==> src/rtl/dreq_fifo_bridge.sv <==
module dreq_fifo_bridge #(
  parameter int DEPTH = 8,
  parameter int DW    = 16,
  parameter int AW    = 32,
  parameter int CW    = 24
) (
  input  logic                       clk,
  input  logic                       rst_n,
  input  logic                       host_wr,
  input  logic [1:0]                 host_sel,
  input  logic [DW-1:0]              host_wdata,
  output logic                       host_ready,
  input  logic                       cfg_wr,
  input  logic [1:0]                 cfg_sel,
  input  logic [AW-1:0]              cfg_wdata,
  output logic [DW-1:0]              host_len,
  output logic                       req_active,
  output logic                       req_dma_en,
  output logic                       req_rv,
  output logic                       fifo_full,
  output logic [$clog2(DEPTH+1)-1:0] fifo_level,
  output logic [AW-1:0]              dest_addr,
  output logic [CW-1:0]              xfer_count,
  output logic [1:0]                 chan_ctrl,
  output logic                       dma_global_en,
  output logic                       mem_we,
  output logic [AW-1:0]              mem_addr,
  output logic [DW-1:0]              mem_wdata,
  output logic                       count_mismatch
);
  localparam int LW = $clog2(DEPTH + 1);
  localparam int IW = (DEPTH > 1) ? $clog2(DEPTH) : 1;
  localparam logic [1:0] SEL_LEN  = 2'd0;
  localparam logic [1:0] SEL_DATA = 2'd1;
  localparam logic [1:0] SEL_CTRL = 2'd2;
  localparam logic [1:0] CFG_DEST = 2'd0;
  localparam logic [1:0] CFG_CNT  = 2'd1;
  localparam logic [1:0] CFG_CHAN = 2'd2;
  localparam logic [1:0] CFG_GLB  = 2'd3;

  logic [DW-1:0] fifo_mem [DEPTH];
  logic          draining;
  logic [IW-1:0] rd_idx;
  logic [LW-1:0] drain_n;

  logic          trigger, hacc, push, last;
  logic [DW-1:0] len_next;
  logic [CW-1:0] cnt_next;

  assign trigger    = !draining && (fifo_level != '0) && (fifo_level[1:0] == 2'b00)
                      && (chan_ctrl == 2'b01) && dma_global_en;
  assign host_ready = !draining && !trigger;
  assign hacc       = host_wr && host_ready;
  assign push       = hacc && (host_sel == SEL_DATA) && req_active && !fifo_full;

  assign mem_we    = draining && (xfer_count != '0);
  assign mem_addr  = dest_addr;
  assign mem_wdata = fifo_mem[rd_idx];

  assign len_next = mem_we ? host_len - DW'(host_len != '0) : host_len;
  assign cnt_next = mem_we ? xfer_count - CW'(1) : xfer_count;
  assign last     = draining && ((cnt_next == '0) || (LW'(rd_idx) + LW'(1) == drain_n));

  assign count_mismatch = (xfer_count != CW'(host_len));

  always_ff @(posedge clk) begin
    if (push) fifo_mem[fifo_level[IW-1:0]] <= host_wdata;
  end

  always_ff @(posedge clk) begin
    if (!rst_n) begin
      host_len      <= '0;
      req_active    <= 1'b0;
      req_dma_en    <= 1'b0;
      req_rv        <= 1'b0;
      fifo_full     <= 1'b0;
      fifo_level    <= '0;
      dest_addr     <= '0;
      xfer_count    <= '0;
      chan_ctrl     <= 2'b00;
      dma_global_en <= 1'b0;
      draining      <= 1'b0;
      rd_idx        <= '0;
      drain_n       <= '0;
    end else begin
      if (hacc && host_sel == SEL_LEN)
        host_len <= {host_wdata[DW-1:2], 2'b00};
      else if (draining)
        host_len <= len_next;

      if (hacc && host_sel == SEL_CTRL) begin
        req_active <= host_wdata[2];
        req_dma_en <= host_wdata[1];
        req_rv     <= host_wdata[0];
      end else if (last && len_next == '0) begin
        req_active <= 1'b0;
      end

      if (push) begin
        fifo_level <= fifo_level + LW'(1);
        fifo_full  <= (fifo_level + LW'(1) == LW'(DEPTH));
      end

      if (trigger) begin
        draining <= 1'b1;
        rd_idx   <= '0;
        drain_n  <= fifo_level;
      end

      if (draining) begin
        xfer_count <= cnt_next;
        if (mem_we) begin
          dest_addr <= dest_addr + AW'(2);
          rd_idx    <= rd_idx + IW'(1);
        end
        if (last) begin
          draining   <= 1'b0;
          fifo_level <= '0;
          fifo_full  <= 1'b0;
          if (cnt_next == '0) chan_ctrl[1] <= 1'b1;
        end
      end else if (cfg_wr) begin
        case (cfg_sel)
          CFG_DEST: dest_addr     <= cfg_wdata;
          CFG_CNT:  xfer_count    <= cfg_wdata[CW-1:0];
          CFG_CHAN: chan_ctrl     <= cfg_wdata[1:0];
          CFG_GLB:  dma_global_en <= cfg_wdata[0];
          default: ;
        endcase
      end
    end
  end


  len_align_chk: assert property (@(posedge clk) disable iff (!rst_n)
    (host_wr && host_ready && host_sel == SEL_LEN) |=> (host_len[1:0] == 2'b00));


  data_ignore_chk: assert property (@(posedge clk) disable iff (!rst_n)
    (host_wr && host_ready && host_sel == SEL_DATA && !req_active) |=> (fifo_level == $past(fifo_level)));


  drain_gate_chk: assert property (@(posedge clk) disable iff (!rst_n)
    $rose(draining) |-> ($past(chan_ctrl) == 2'b01 && $past(dma_global_en)
                         && $past(fifo_level) != '0 && $past(fifo_level[1:0]) == 2'b00));


  dest_step_chk: assert property (@(posedge clk) disable iff (!rst_n)
    mem_we |=> (dest_addr == $past(dest_addr) + AW'(2)));


  end_mark_chk: assert property (@(posedge clk) disable iff (!rst_n)
    (mem_we && xfer_count == CW'(1)) |=> chan_ctrl[1]);


  full_level_chk: assert property (@(posedge clk) disable iff (!rst_n)
    fifo_full |-> (fifo_level == LW'(DEPTH)));


  full_keep_chk: assert property (@(posedge clk) disable iff (!rst_n)
    (host_wr && host_ready && host_sel == SEL_CTRL) |=> (fifo_full == $past(fifo_full)));


  stall_chk: assert property (@(posedge clk) disable iff (!rst_n)
    mem_we |-> !host_ready);
endmodule

==> config.mk <==
export PLATFORM = sky130hd
export DESIGN_NAME = dreq_fifo_bridge
export DESIGN_NICKNAME = d
export VERILOG_FILES = /design/src/rtl/dreq_fifo_bridge.sv
export SDC_FILE = /design/constraint.sdc
export NUM_CORES = 1
export LEC_CHECK = 0
export ABC_AREA = 1
export CORE_AREA = 4 4 126 249
export CTS_CLUSTER_SIZE = 30
export DETAILED_ROUTE_END_ITERATION = 8
export DIE_AREA = 0 0 130 253
export GPL_TIMING_DRIVEN = 0
export HOLD_SLACK_MARGIN = 0.08
export PLACE_DENSITY_LB_ADDON = 0.25
export SYNTH_ARGS = -nofsm -noshare
export SYNTH_HDL_FRONTEND = slang
export SYNTH_SLANG_ARGS = --single-unit
==> constraint.sdc <==
create_clock -name clk -period 4 [get_ports clk]
set_input_delay 0.6 -clock clk [delete_from_list [all_inputs] [get_ports clk]]
set_output_delay 0.6 -clock clk [all_outputs]
set_load 0.02 [all_outputs]
Word level (Yosys, flattened, before mapping)
Memory sizes are Yosys's and may differ from the RTL's. A register that Yosys moved wholly into a read port is not among the register bits. Cells that the tools add are included. Widths: inputs -> output; s select.

Register bits: 91. RAM bits: 128. Bits of input ports: 56. Output and inout port bits: 134. Logic and storage cells: 107. Memories: 1.

Memories: fifo_mem (words 8, width 16, read ports 1, clocked after Yosys merged registers in 1, wr ports 1, line 41) `logic [DW-1:0] fifo_mem [DEPTH];`.

$add $sub $neg: 6. Eq/ne operators: 12. Multiplexer cells: 33. Bitwise logic cells: 2. Reduce and logical (&&, ||, !) cells: 38.

Operators with widths (count): $mux 32 (4); $mux 24 (4); $mux 16 (3); $add 32x2->32 const B (1); $logic_not 24->1 (1); $ne 24x16->1 (1); $reduce_bool 24->1 (1); $sub 24x1->24 const B (1); $logic_not 16->1 (1); $reduce_bool 16->1 (1); $sub 16x1->16 (1); $logic_and 1x1->1 (14); $mux 1 (13); $mux 3 (4); $mux 4 (3); $reduce_bool 2->1 (6); $reduce_and 3->1 (3); $eq 2x1->1 const B (3); $eq 2x2->1 const B (3); $logic_not 2->1 (3); $add 3x1->4 const B (1); $add 4x1->4 const B (1); $eq 4x4->1 (1); $eq 4x4->1 const B (1); other kinds (11) (16).

Logic depth before layout (Yosys ltp)
Gate-level depths: netlist of the first run.

Depth in word-level cells: 14. Gate-level depth with buffers: 21. Mapped depth without buffers: 20.

Worst setup path after synthesis of the first run
OpenSTA, ideal clock, no wires.

Path kind: flip-flop to flip-flop. Start: register fifo_level[1]. End: memory fifo_mem[1][0], enable pin. Setup time: 409 ps. Arrival: 3214 ps. Data required time: 3591 ps. Path slack: 376 ps. Cell stages (with the launch flop): 12. Path buffers: 0. Clock period less this slack: 3624 ps. Cells stage by stage: dfxtp_1 -> inv_1 -> ha_1 -> nand2_1 -> nor2_1 -> nand2_1 -> inv_2 -> nor2_2 -> nand2_1 -> nor4_2 -> nand2_1 -> nor3_1.

Word-level cells in the longest chain between the ends: 13. Elaborated cells on any way between the ends: 14. Those cells by class: 2 x mux; 12 x reduce/logical.

Ends and longest elaborated chain: start: declaration (line 21) `output logic [$clog2(DEPTH+1)-1:0] fifo_level,`; start signal: assignment (line 100) `fifo_level <= fifo_level + LW'(1);`; $reduce_bool 4->1 (line 50) `assign trigger = !draining && (fifo_level != '0) && (fifo_level[1:0] == 2'b00)`; $logic_and 1x1->1 (line 50); $logic_and 1x1->1 (*) (line 50); $logic_and 1x1->1 (*) (2 in series) (line 51) `&& (chan_ctrl == 2'b01) && dma_global_en;`; $logic_not 1->1 (*) (line 52) `assign host_ready = !draining && !trigger;`; $logic_and 1x1->1 (*) (line 52); via host_ready (line 12) `output logic host_ready,`; $logic_and 1x1->1 (*) (line 53) `assign hacc = host_wr && host_ready;`; $logic_and 1x1->1 (*) (3 in series) (line 54) `assign push = hacc && (host_sel == SEL_DATA) && req_active && !fifo_full;`; $mux 1 (*) (line 67) `if (push) fifo_mem[fifo_level[IW-1:0]] <= host_wdata;`; $mux 1 (implied by the code) (*) (line 67); end: declaration (line 41).

The timed path passes the listed nets; every way through them passes the cells marked *.

==> results of run 1 <==
==> report_power, final <==
part | leakage, uW | total (uW) | internal, uW | switching [uW]
Sequential | 0.00189 | 2470 | 2410 | 55.2
Combinational | 0.00347 | 739 | 297 | 441
Clock | 0.000326 | 2030 | 1110 | 914
Total | 0.00568 | 5230 | 3820 | 1410
==> cells by family after synthesis <==
family                     count (synthesis)
and+or+nand+nor                          736
AOI/OAI and AO/OA                        254
DFF                                      219
buffers and inverters                    195
xor gates and xnor gates                  49
adders and majority gates                  7
==> synthesized netlist by cell type (all sizes together), types with 2 or more instances <==
master and count:
nand2 342, nor2 263, edfxtp 128, o21ai 116, dfxtp 91, inv 83, nand3 67, buf 64
a31oi 62, clkbuf 46, a21oi 42, xor2 35, nor3 29, o22ai 16, nand4 15, xnor2 14
a221oi 8, or2 8, ha 7, a211oi 5, nor4 5, and2 3, nand3b 3, a311oi 2
clkinv 2
==> worst register-to-register path, stage by stage, from the launching register on <==
cell     delay, ps
dfxtp_1        560
inv_1          220
ha_1           230
nand2_1         60
nor2_1          30
nand2_1        230
inv_2          100
nor2_2         210
nand2_1        160
nor4_2         330
nand2_1        250
nor3_2         710
buf_6          270
==> layout by cell type, fill, tap and decap left out, types with 16 or more instances in the layout <==
| cell | instances |
|---|---|
| a21oi_1 | 42 |
| nor3_1 | 20 |
| clkbuf_16 | 20 |
| clkbuf_1 | 48 |
| clkdlybuf4s50_1 | 189 |
| a31oi_1 | 62 |
| edfxtp_1 | 128 |
| nor2_1 | 249 |
| dfxtp_1 | 90 |
| o21ai_0 | 106 |
| inv_1 | 77 |
| xor2_1 | 35 |
| nand2_1 | 337 |
| nand3_1 | 66 |
| buf_2 | 17 |
| o22ai_1 | 16 |
| buf_4 | 35 |
==> layer usage <==
metal / part of all wire [%] / global-route usage (%) / vias to the layer above
met5: 0 / 0 / -
met4: 8.7 / 19.8 / 0
met3: 4.3 / 3.34 / 184
met2: 56 / 52.9 / 461
met1: 31 / 24.2 / 5236
li1: - / - / 5323
==> cell type report <==
class / count / area [um^2] / area share [%]
clock inverter: 12 / 155 / 1.04
timing repair buffer: 198 / 2010 / 13.5
inverter: 85 / 320 / 2.15
multi-input combinational: 1046 / 5130 / 34.5
buffer: 110 / 614 / 4.13
tap: 364 / 455 / 3.06
clock buffer: 24 / 536 / 3.60
sequential: 219 / 5670 / 38.1
==> state kept, by name (all words and copies together), names as in the netlist, 2 cells and up <==
signal      flops
fifo_mem      128
dest_addr      32
xfer_count     24
host_len       16
drain_n         4
fifo_level      4
rd_idx          3
chan_ctrl       2
==> final timing paths <==
check | start | end | slack, ps
max | rd_idx[0] | mem_wdata[14] | 140
max reg2reg | fifo_level[1] | fifo_mem[2][9] | 310
min | drain_n[1] | drain_n[1] | 470
min reg2reg | drain_n[1] | drain_n[1] | 470
==> metrics by stage <==
stage | setup slack, ps | total power, uW | cells | hold WS, ps | util (%)
floorplan | 376 | 2920 | 1460 | 436 | -
global placement | -843 | 3240 | 2013 | 448 | 47.8
detailed placement | 317 | 3250 | 2022 | 457 | 48.3
CTS | 109 | 5250 | 2058 | 474 | 50.6
global route | 22.2 | 5400 | 2058 | 490 | 50.7
finish | 135 | 5230 | 2058 | 467 | 50.7
==> what timing repair did <==
item / in CTS / in global routing
gates resized for setup: 1 / 1
pin swaps: 0 / 0
setup endpoints to repair: 1 / 1
==> results.cfg, run 1 <==
[cts]
cts_buffers = 20
cts-root-buf = clkbuf_16
cts_sinks = 219
clkLatencyLatePin_ps = 520
cts_tree = done
clk_pin_slew_ps = 60
post_cts_buffers = 0
ctsHoldBuffers = 0
clk_path_buf_depth = 3
h-tree-depth = 1

[sta]
tns_ps = 0
fin_crit_sh_pct = 96.6
drv_slew = 0
final-hold-violation-count = 0
fin_crit_ps = 3860
fin_worst_skew_ps = 14.8
worst_pin_slew_ps = 936
fmax_mhz = 259
max_slew_margin_pct = 37.1
rsz0062_at_grt = no
setup_viol = 0

[grt]
grt_pass1_wl_um = 66200
antenna_found_initial = 0
grt_pass1_vias = 11600
grt.total_usage_pct = 27.0
grt_overflow = 0
grt_max_degree = 19

[worst_setup_path]
arrival_ps = 3260
path_class = reg2out
path_max_fanout = 10
path_buf_inv = 3
cp_num_cells = 7
critPathMaxStageDelay_ps = 650
worstSetupStartpointType = flop
cp_slowest_cell = clkdlybuf4s50_1
worstSetupEndpointType = primary output
required_ps = 3400
cpLargestDelayFamily = buffers and inverters
crit_chain = clkbuf_1, buf_1, o21ai_0, o22ai_1, nor2_1, a31oi_1, clkdlybuf4s50_1
r2r_cells = 12

[final_layout]
final_layout_size_suffix_gt1_share_pct = 9.21
syn_to_final_growth_pct = 27.3
diodes = 0
nFillCells = 2907
finalInstanceArea_um2 = 14900
nNetsFinal = 1743

[synthesis]
synth_xor_area_share_pct = 3.67
synth_seq_cells = 219
synth_mux_area_share_pct = 0
synth_area_leaders = edfxtp_1, dfxtp_1, nand2_1, nor2_1, o21ai_0
synth_top_family_by_area = simple AND/OR/NAND/NOR gates
synth_fp_nets = 1523
synthAdderAreaFrac_pct = 0.749
seq_area_frac_synth_pct = 48.4
synth_warnings = 0
synth.distinct_cells = 47
ys.flop_type = edfxtp_1
synth_top_cell_area_share_pct = 32.9
synth_area_um2 = 11700
async_reset_ff_share_pct = 0
syn_inst = 1460
synth_edf_count = 128
synth-simple-area-share_pct = 26.6
yosysTopAreaCell = edfxtp_1
synth-compound-area-share_pct = 12.6
syn_area_per_cell_um2 = 8.01

[die]
rows = 89
start_util_pct = 39.8
die_area_um2 = 32900
die_h_um = 253
die_width_um = 130
ioPinCount = 190
fp.coreArea_um2 = 29400

[detailed_routing]
firstDrtPassIters = 5
first_iter_violations = 793
drc = 0
wirelength_um = 44500
via_per_inst = 5.44
post_drt_wl_per_cell_um = 21.6
postRouteAntennaNets = 0
vias = 11200

[power]
p_per_area_nw_per_um2 = 351
peakVddDrop_uv = 336
p_leak_uw = 0.00568

[job]
cap_viol_max_count = 0

[min_path]
hold_path.class = reg2reg
holdPathStages = 2

[placed_design]
hpwl_um = 35200
dpl_cell_area_um2 = 14200
io_buffers = 189
place.gp.congestion = 0.978

[status]
status = complete, no violations
Note: power is estimated with default switching activity, not from simulation.
==> inputs of run 2 (changes only) <==
--- a/config.mk
+++ b/config.mk
@@ -5,11 +5,11 @@
 export SDC_FILE = /design/constraint.sdc
 export NUM_CORES = 1
 export LEC_CHECK = 0
-export ABC_AREA = 1
-export CORE_AREA = 4 4 126 249
+export CORE_AREA = 4 4 194 158
+export CTS_BUF_LIST = sky130_fd_sc_hd__clkbuf_8
 export CTS_CLUSTER_SIZE = 30
 export DETAILED_ROUTE_END_ITERATION = 8
-export DIE_AREA = 0 0 130 253
+export DIE_AREA = 0 0 198 162
 export GPL_TIMING_DRIVEN = 0
 export HOLD_SLACK_MARGIN = 0.08
 export PLACE_DENSITY_LB_ADDON = 0.25
==> run 2 against run 1 <==
  * Non-clock buffer count is 2 higher
  * Sequential share of layout area is 0.67 points higher
  * Clock power is 9% lower
  * Via count is 13% lower
  * Critical path depth is 1 higher
  * Wire length is 14% lower
  * Fmax is 0.45% higher
  * Total power is 4.7% lower
  * First-iteration DRC count is 13% higher
  * Design area is 1.7% lower
==> results.cfg, run 2 <==
[grt]
grt_pass1_wl_um = 58200
grt.total_usage_pct = 23.5
antenna_found_initial = 0
grt_overflow = 0
grt_pass1_vias = 9451
grt_max_degree = 15

[cts]
clkLatencyLatePin_ps = 540
clk_pin_slew_ps = 60
clk_path_buf_depth = 3
cts_buffers = 38
ctsHoldBuffers = 0
cts_tree = done
h-tree-depth = 2
cts-root-buf = clkbuf_8
cts_sinks = 219

[synthesis]
yosysMostFrequentCell = edfxtp_1
yosysTopAreaCell = edfxtp_1
ys.flop_type = edfxtp_1
seq_area_frac_synth_pct = 49.9
synth_fp_nets = 1120
synth_top_cell_area_share_pct = 33.8
syn_area_per_cell_um2 = 10.7
synth_edf_count = 128
async_reset_ff_share_pct = 0
synth_area_leaders = edfxtp_1, dfxtp_1, mux4_2, nor2_1, mux2i_1
synth_top_family_by_area = simple AND/OR/NAND/NOR gates
synth-compound-area-share_pct = 13.0
synthAdderAreaFrac_pct = 0.771
synth-simple-area-share_pct = 15.1
synth_xor_area_share_pct = 3.86
synth.distinct_cells = 71
synth_seq_cells = 219
ys_top_cells_by_count = edfxtp_1, nor2_1, dfxtp_1
synth_area_um2 = 11400
syn_inst = 1057
synth_warnings = 0
synth_mux_area_share_pct = 11.9

[die]
ioPinCount = 190
die_width_um = 198
rows = 56
start_util_pct = 39.4
die_h_um = 162
fp.coreArea_um2 = 28900
die_area_um2 = 32100

[detailed_routing]
first_iter_violations = 894
firstDrtPassIters = 5
post_drt_wl_per_cell_um = 22.6
postRouteAntennaNets = 0
vias = 9774
wirelength_um = 38400
drc = 0
via_per_inst = 5.76

[worst_setup_path]
ff2ff_setup_slack_ps = 150
worstSetupEndpointType = flop
required_ps = 4440
arrival_ps = 4280
r2r_end = chan_ctrl[1]
path_class = reg2reg
path_max_fanout = 8
r2r_cells = 8
worstSetupStartpointType = flop
r2r_start = xfer_count[22]

[sta]
drv_slew = 0
fmax_mhz = 260
worst_pin_slew_ps = 1080
max_slew_margin_pct = 27.5
final-hold-violation-count = 0
fin_crit_ps = 3850
fin_crit_sh_pct = 96.2
setup_viol = 0
fin_worst_skew_ps = 26.9
tns_ps = 0
rsz0062_at_grt = no

[power]
peakVddDrop_uv = 223
p_leak_uw = 0.00511
p_per_area_nw_per_um2 = 341

[job]
cap_viol_max_count = 0

[status]
status = complete, no violations

[min_path]
hold-path-endpoint = dest_addr[0]
holdPathStages = 2
min_from = dest_addr[0]
hold_path.class = reg2reg

[final_layout]
largest_register_ffs = 128
syn_to_final_growth_pct = 28.9
final_cell_mix = clkdlybuf4s50_1, edfxtp_1, nor2_1, dfxtp_1, a21oi_1
finalInstanceArea_um2 = 14600
final_layout_size_suffix_gt1_share_pct = 14.3
final_common_cell = clkdlybuf4s50_1
diodes = 0
nFillCells = 2620
nNetsFinal = 1359

[placed_design]
dpl_cell_area_um2 = 13900
hpwl_um = 28500
place.gp.congestion = 0.959
io_buffers = 189
[run 2: changes by cell type in the layout (fill, tap and decap cells not counted), moves of 32 or more]
cell	change
a31oi_1	-52
clkbuf_8	+38
inv_1	-49
mux2i_1	+38
mux4_2	+32
nand2_1	-277
nand3_1	-49
nor2_1	-144
o21ai_0	-75
[run 2: cell type report]
type                            instances  area, um^2  area share, %
Multi-Input combinational cell        710        5150           35.2
Buffer                                108         581           3.97
Timing Repair Buffer                  202        2030           13.9
Clock inverter                         25         118          0.803
Inverter                               17        66.3          0.453
Clock buffer                           40         551           3.76
Sequential cell                       219        5670           38.7
Tap cell                              377         472           3.22
[run 2: what timing repair did]
item,in CTS,in global routing
setup endpoints to repair,36,10
resized for setup,21,5
buffers inserted,1,3
pin swaps,1,2
[run 2: worst max path at each step]
stage,start,end,slack (ps),cells after the start
floorplan,fifo_level[0],fifo_mem[4][0],240,8
global placement,host_wr,fifo_mem[0][0],-1270,5
detailed placement,xfer_count[0],mem_we,-450,10
CTS,xfer_count[22],mem_we,30,9
global route,xfer_count[22],chan_ctrl[1],4,8
finish,xfer_count[22],chan_ctrl[1],150,8
[run 2: critical path: stages, from the launching register on]
cell and delay (ps):
dfxtp_1 320, clkbuf_1 200, or4_4 500, nor3_1 890
nand3_1 290, a2111oi_1 540, nand4_1 290, or3_1 420
a221oi_1 280
[run 2: cell families after synthesis]
family	count (synthesis)
muxes	92
DFF	219
buffers and inverters	128
xor gates and xnor gates	50
and+or+nand+nor	341
AOI/OAI and AO/OA	220
adders and majority gates	7
[run 2: stage by stage]
stage                     total power [uW]  utilization (%)  hold WS (ps)  setup WS [ps]  instances
after global placement                3150             47.5           472          -1270       1623
after floorplan                       2870                -           476            244       1057
after global routing                  5170             50.7           527           4.33       1698
after detailed placement              3150             48.0           475           -454       1631
final                                 4990             50.7           489            152       1698
after CTS                             4990             50.6           494           32.7       1695
[run 2: layer usage]
metal  GRT usage (%)  vias to the layer above  wire [um]
met1            36.0                     4749      17400
met4            5.26                        2        703
met2            33.3                      504      16400
met3            6.01                       58       3910
met5            1.70                        -         73
li1                -                     4461          -
[run 2: where the power goes]
part	internal [uW]	switching (uW)	total [uW]
clock	926	913	1840
sequential	2410	45.0	2450
combinational	289	404	692
total	3620	1360	4990
